===== config.mk =====
export PLATFORM = sky130hd
export DESIGN_NAME = pwm_tmr_chan
export DESIGN_NICKNAME = d
export VERILOG_FILES = /design/src/rtl/pwm_tmr_pkg.sv /design/src/rtl/pwm_tmr_prescale.sv /design/src/rtl/pwm_tmr_count.sv /design/src/rtl/pwm_tmr_wave.sv /design/src/rtl/pwm_tmr_chan.sv
export SDC_FILE = /design/constraint.sdc
export NUM_CORES = 1
export LEC_CHECK = 0
export ABC_AREA = 1
export BUFFER_PORTS_ARGS = -buffer_cell sky130_fd_sc_hd__clkbuf_2
export CORE_AREA = 2 2 99 101
export CTS_CLUSTER_SIZE = 8
export DETAILED_ROUTE_END_ITERATION = 10
export DIE_AREA = 0 0 101 103
export PLACE_DENSITY_LB_ADDON = 0.12
export REMOVE_ABC_BUFFERS = 1
export SLEW_MARGIN = 15
export SYNTH_ARGS = -nofsm -noshare
export SYNTH_HDL_FRONTEND = slang
export SYNTH_SLANG_ARGS = --single-unit

===== constraint.sdc =====
create_clock -name clk -period 1.91 [get_ports clk]
set_input_delay 0.0955 -clock clk [delete_from_list [all_inputs] [get_ports clk]]
set_output_delay 0.0955 -clock clk [all_outputs]
set_load 0.03 [all_outputs]

===== src/rtl/pwm_tmr_pkg.sv =====
package pwm_tmr_pkg;

    // Width of the prescale exponent field
    localparam int PSV_W = 4;

    // Register addresses
    localparam logic [1:0] A_INTV  = 2'd0;
    localparam logic [1:0] A_MATCH = 2'd1;
    localparam logic [1:0] A_CTL   = 2'd2;
    localparam logic [1:0] A_CLK   = 2'd3;

    // Counter control: bit 1 polarity (1 = active high), bit 0 halt
    typedef struct packed {
        logic pol;
        logic halt;
    } ctl_t;

    // Clock control: bits PSV_W:1 exponent, bit 0 prescale enable
    typedef struct packed {
        logic [PSV_W-1:0] psv;
        logic             pre_en;
    } clk_ctl_t;

    localparam int CTL_W = $bits(ctl_t);
    localparam int CLK_W = $bits(clk_ctl_t);

endpackage


===== src/rtl/pwm_tmr_prescale.sv =====
module pwm_tmr_prescale
    import pwm_tmr_pkg::*;
#(
    parameter int PRE_W = 1 << PSV_W
) (
    input  logic             clk,
    input  logic             rst,
    input  logic             clr,
    input  logic             pre_en,
    input  logic [PSV_W-1:0] psv,
    output logic             tick,
    output logic [PRE_W-1:0] pre_cnt,
    output logic [PRE_W-1:0] pre_lim
);
    localparam logic [PSV_W-1:0] PSV_TOP = PSV_W'(PRE_W - 1);

    logic [PRE_W-1:0] cnt_d, cnt_q;
    logic             at_lim;

    // Terminal count is 2^(psv+1)-1, formed without an overflowing shift
    assign pre_lim = {PRE_W{1'b1}} >> (PSV_TOP - psv);
    assign at_lim  = (cnt_q == pre_lim);

    always_comb begin
        cnt_d = cnt_q;
        tick  = 1'b0;
        if (clr) begin
            cnt_d = '0;
        end else if (!pre_en) begin
            cnt_d = '0;
            tick  = 1'b1;
        end else begin
            tick  = at_lim;
            cnt_d = at_lim ? '0 : cnt_q + 1'b1;
        end
    end

    always_ff @(posedge clk) begin
        if (rst) cnt_q <= '0;
        else     cnt_q <= cnt_d;
    end

    assign pre_cnt = cnt_q;

endmodule


===== src/rtl/pwm_tmr_count.sv =====
module pwm_tmr_count #(
    parameter int CNT_W = 16
) (
    input  logic             clk,
    input  logic             rst,
    input  logic             clr,
    input  logic             tick,
    input  logic [CNT_W-1:0] intv,
    output logic [CNT_W-1:0] cnt
);
    logic [CNT_W-1:0] cnt_d, cnt_q;

    always_comb begin
        cnt_d = cnt_q;
        if (clr)       cnt_d = '0;
        else if (tick) cnt_d = (cnt_q == intv) ? '0 : cnt_q + 1'b1;
    end

    always_ff @(posedge clk) begin
        if (rst) cnt_q <= '0;
        else     cnt_q <= cnt_d;
    end

    assign cnt = cnt_q;

endmodule


===== src/rtl/pwm_tmr_wave.sv =====
module pwm_tmr_wave #(
    parameter int CNT_W = 16
) (
    input  logic [CNT_W-1:0] cnt,
    input  logic [CNT_W-1:0] mtch,
    input  logic             halt,
    input  logic             pol,
    output logic             wave
);
    logic active;

    always_comb begin
        active = !halt && (cnt < mtch);
        wave   = active ? pol : !pol;
    end

endmodule


===== src/rtl/pwm_tmr_chan.sv =====
module pwm_tmr_chan
    import pwm_tmr_pkg::*;
#(
    parameter int CNT_W = 16   // at least CLK_W bits wide
) (
    input  logic             clk,
    input  logic             rst,
    input  logic             reg_we,
    input  logic [1:0]       reg_addr,
    input  logic [CNT_W-1:0] reg_wdata,
    output logic [CNT_W-1:0] reg_rdata,
    output logic             pwm_out
);
    localparam int PRE_W = 1 << PSV_W;

    typedef struct packed {
        logic [CNT_W-1:0] intv;
        logic [CNT_W-1:0] mtch;
        ctl_t             ctl;
        clk_ctl_t         ck;
    } regs_t;

    localparam regs_t REGS_RST = '{
        intv: '0, mtch: '0, ctl: '{pol: 1'b0, halt: 1'b1}, ck: '0
    };

    regs_t regs_d, regs_q;

    always_comb begin
        regs_d = regs_q;
        if (reg_we) begin
            unique case (reg_addr)
                A_INTV:  regs_d.intv = reg_wdata;
                A_MATCH: regs_d.mtch = reg_wdata;
                A_CTL:   regs_d.ctl  = ctl_t'(reg_wdata[CTL_W-1:0]);
                A_CLK:   regs_d.ck   = clk_ctl_t'(reg_wdata[CLK_W-1:0]);
                default: ;
            endcase
        end
    end

    always_ff @(posedge clk) begin
        if (rst) regs_q <= REGS_RST;
        else     regs_q <= regs_d;
    end

    always_comb begin
        unique case (reg_addr)
            A_INTV:  reg_rdata = regs_q.intv;
            A_MATCH: reg_rdata = regs_q.mtch;
            A_CTL:   reg_rdata = CNT_W'(regs_q.ctl);
            default: reg_rdata = CNT_W'(regs_q.ck);
        endcase
    end

    // Halting or any write keeps the counting chain at its start
    logic             restart;
    logic             tick;
    logic [PRE_W-1:0] pre_cnt;
    logic [PRE_W-1:0] pre_lim;
    logic [CNT_W-1:0] cnt;
    logic             halt, pol, pre_en;

    assign halt    = regs_q.ctl.halt;
    assign pol     = regs_q.ctl.pol;
    assign pre_en  = regs_q.ck.pre_en;
    assign restart = halt | reg_we;

    pwm_tmr_prescale #(.PRE_W(PRE_W)) i_pre (
        .clk     (clk),
        .rst     (rst),
        .clr     (restart),
        .pre_en  (pre_en),
        .psv     (regs_q.ck.psv),
        .tick    (tick),
        .pre_cnt (pre_cnt),
        .pre_lim (pre_lim)
    );

    pwm_tmr_count #(.CNT_W(CNT_W)) i_cnt (
        .clk  (clk),
        .rst  (rst),
        .clr  (restart),
        .tick (tick),
        .intv (regs_q.intv),
        .cnt  (cnt)
    );

    pwm_tmr_wave #(.CNT_W(CNT_W)) i_wave (
        .cnt  (cnt),
        .mtch (regs_q.mtch),
        .halt (halt),
        .pol  (pol),
        .wave (pwm_out)
    );

endmodule


==> impl_metrics.env <==
export IMPL_postSynthAreaPerCell_sq_um=6.63
export IMPL_detailedRoute_firstIterationViolations=151
export IMPL_clkSlewWorstSetupHoldPaths_ps=90
export IMPL_postRouteAntennaNets=0
export IMPL_place_port_buffers=37
export IMPL_outcome="finished, violations left"
export IMPL_number_of_fill_cells_in_the_layout=940
export IMPL_area_growth_synth_to_final_pct=23.1
export IMPL_dieArea_sq_um=10400
export IMPL_vias_per_cell=5.13
export IMPL_preCtsSetupSlack_ps=21.7
export IMPL_synthDistinctLibCells=33
export IMPL_clkSinkCount=71
export IMPL_worst_setup_path_startpoint="regs_q[18]"
export IMPL_worst_setup_path_type="flip-flop to output pin"
export IMPL_grt_overflow_total=0
export IMPL_cts_htree_levels=3
export IMPL_hpwl_microns=8350
export IMPL_yosysTopAreaCell="sky130_fd_sc_hd__dfxtp_1"
export IMPL_utilization=0.532
export IMPL_yosys_warnings=0
export IMPL_antenna_cell_count=0
export IMPL_remaining_drc_errors=0
export IMPL_min_period_ps=2000
export IMPL_setup_violations_final=1
export IMPL_yosys_register_bits=71
export IMPL_worst_hold_path_type="primary input to flip-flop"
export IMPL_violations="negative setup slack"
export IMPL_synthDominantCellAreaShare=0.348
export IMPL_clk_path_buf_depth=2
export IMPL_fin_crit_sh=1.05
export IMPL_cts_root_buf="sky130_fd_sc_hd__clkbuf_8"
export IMPL_cp_max_fo=3
export IMPL_cts_buffers=9
export IMPL_globalplace_congestion=0.873
export IMPL_syn_inst=617
export IMPL_cap_viol_max_count=0
export IMPL_start_util=0.432
export IMPL_post_route_cells_drive_above_1_share=0.216
export IMPL_synth_async_sr_flop_share=0
export IMPL_multi_input_area_sq_um=2420
export IMPL_power_density_nw_per_um2=644
export IMPL_clock_fmax_mhz=499
export IMPL_slew_viol_final=0
export IMPL_hp_start="reg_wdata[12]"
export IMPL_initial_antenna_violation_count=0
export IMPL_core_sq_um=9460
export IMPL_nets=718
export IMPL_drtPass1Iterations=4
export IMPL_setup_skew_after_layout_ps=18.3
export IMPL_die_span_in_y_microns=103
export IMPL_synth_area_top_cells="sky130_fd_sc_hd__dfxtp_1, sky130_fd_sc_hd__nand2_1, sky130_fd_sc_hd__nor2_1"
export IMPL_vias=4090
export IMPL_placementRows=36
export IMPL_tritoncts="done"
export IMPL_rsz0062_at_grt="true"
export IMPL_relative_max_transition_margin=0.507
export IMPL_reg2reg_from="i_cnt.cnt[11]"
export IMPL_start_kind="flip-flop"
export IMPL_p_leak_nw=2.19
export IMPL_seq_area_sq_um=1460
export IMPL_number_of_synthesized_flops_with_an_enable_pin=0
export IMPL_floorplan_die_width_microns=101
export IMPL_cp_required_ps=1810
export IMPL_netlist_area_sq_um=4090
export IMPL_ir_worst_vdd_mv=0.372
export IMPL_seq_area_frac_synth=0.348
export IMPL_endpoint_kind="output pin"
export IMPL_grt_first_pass_wirelength_microns=18300
export IMPL_tightestPinTransition_ps=739
export IMPL_grt_max_degree=39
export IMPL_ys_flop_type="sky130_fd_sc_hd__dfxtp_1"
export IMPL_io_pins=38
export IMPL_critical_path_arrival_ps=1910
export IMPL_routedWlPerCell_microns=14.2
export IMPL_number_of_global_route_vias_before_repair=3715
export IMPL_routed_wl_microns=11400
export IMPL_track_usage=0.229
export IMPL_insertion_delay_ps=360
export IMPL_finalHoldViolCount=0
export IMPL_postLayoutSetupSlackWorst_ps=-94.6
## layout by cell type, fill, tap and decap left out, drive strengths merged
cell and count:
nand2 124, nor2 87, inv 83, dfxtp 71, o21ai 67, clkbuf 46, a21oi 42, nand3 37
buf 26, xnor2 17, ha 17, nor3 14, dlygate4sd3 10, xor2 9, nand4 8, nor3b 6
clkinv 4, o22ai 3, o221ai 3, o211ai 2, o2111ai 1, o21a 1, o21bai 1, a21boi 1
o31ai 1, a31oi 1, or2 1, bufinv 1
## cell families (layout without fill, tap and decap cells)
family | after synthesis | in the layout | synth area share
simple gates | 277 | 277 | 0.286
fa+ha+maj | 17 | 17 | 0.0520
buf+inv | 103 | 170 | 0.0995
compound gates | 123 | 123 | 0.159
flops | 71 | 71 | 0.348
xor+xnor | 26 | 26 | 0.0557
## metrics by stage
step | cell area [sq um] | hold WS [ps] | power (W) | TNS, ps | cells
after global placement | 4480 | 332 | 0.00198 | 0 | 767
after global routing | 5030 | 24.7 | 0.00340 | -193 | 798
final | 5030 | 1.83 | 0.00324 | -94.6 | 798
after floorplan | 3990 | 165 | 0.00185 | 0 | 597
after CTS | 4870 | 2.83 | 0.00325 | -159 | 796
after detailed placement | 4480 | 340 | 0.00199 | 0 | 767
## sequential cells by signal, indices dropped and copies added, names as in the netlist
name / flops
pol: 1
regs_q: 36
i_cnt.cnt: 16
pre_en: 1
halt: 1
i_pre.pre_cnt: 16
## power by group
group | switching (W) | internal (W)
clock | 0.000603 | 0.000634
combinational | 0.000277 | 0.000164
sequential | 0.0000435 | 0.00152
total | 0.000924 | 0.00232
## area by class of cell
cell class                      instances  share of cell area
Inverter                               83              0.0624
Clock inverter                          5              0.0114
Timing Repair Buffer                   72              0.0992
Sequential cell                        71               0.291
Tap cell                              114              0.0283
Clock buffer                           10              0.0273
Multi-Input combinational cell        443               0.481
## synthesized netlist by cell type (4+ instances only)
cell and n:
sky130_fd_sc_hd__nand4_1 8, sky130_fd_sc_hd__ha_1 17, sky130_fd_sc_hd__nor2_1 86, sky130_fd_sc_hd__dfxtp_1 71, sky130_fd_sc_hd__nor3b_1 6, sky130_fd_sc_hd__nand2_1 121, sky130_fd_sc_hd__inv_1 70, sky130_fd_sc_hd__a21oi_1 42
sky130_fd_sc_hd__clkbuf_1 14, sky130_fd_sc_hd__buf_2 4, sky130_fd_sc_hd__o21ai_1 42, sky130_fd_sc_hd__o21ai_0 25, sky130_fd_sc_hd__xor2_1 9, sky130_fd_sc_hd__nand3_1 36, sky130_fd_sc_hd__xnor2_1 17, sky130_fd_sc_hd__inv_2 12
sky130_fd_sc_hd__nor3_1 13
## path summary, 6_finish.rpt
path / endpoint / slack [ps] / depth (start not counted)
worst max-delay path: pwm_out / -90 / 9
worst min-delay path: regs_q[35] / 2 / 3
worst max register to register: i_cnt.cnt[9] / 200 / 9
worst min register to register: regs_q[28] / 490 / 2
## metal layers
| metal | track usage | vias up | wire length, microns |
|---|---|---|---|
| met2 | 0.396 | 67 | 5600 |
| met1 | 0.282 | 1877 | 5120 |
| met4 | 0.106 | 0 | 261 |
| met5 | 0 | - | 0 |
| li1 | - | 2126 | - |
| met3 | 0.0319 | 20 | 382 |
## worst max-delay path: stages (launching register included)
cell and delay [ps]:
sky130_fd_sc_hd__dfxtp_2 330, sky130_fd_sc_hd__inv_2 50, sky130_fd_sc_hd__ha_4 290, sky130_fd_sc_hd__nand2_4 50, sky130_fd_sc_hd__o21a_1 160, sky130_fd_sc_hd__o211ai_1 150
sky130_fd_sc_hd__nor2_1 80, sky130_fd_sc_hd__nand2_1 80, sky130_fd_sc_hd__xor2_1 160, sky130_fd_sc_hd__buf_4 180
## what timing repair did
item	4_1_cts	5_1_grt
gates resized for setup	21	48
cloned	0	0
pin swaps	7	11
endpoints found under the hold margin	10	0
hold buffers	10	0
endpoints found under the setup margin	2	29
buffers inserted	4	2
(Power assumes the default switching activity.)
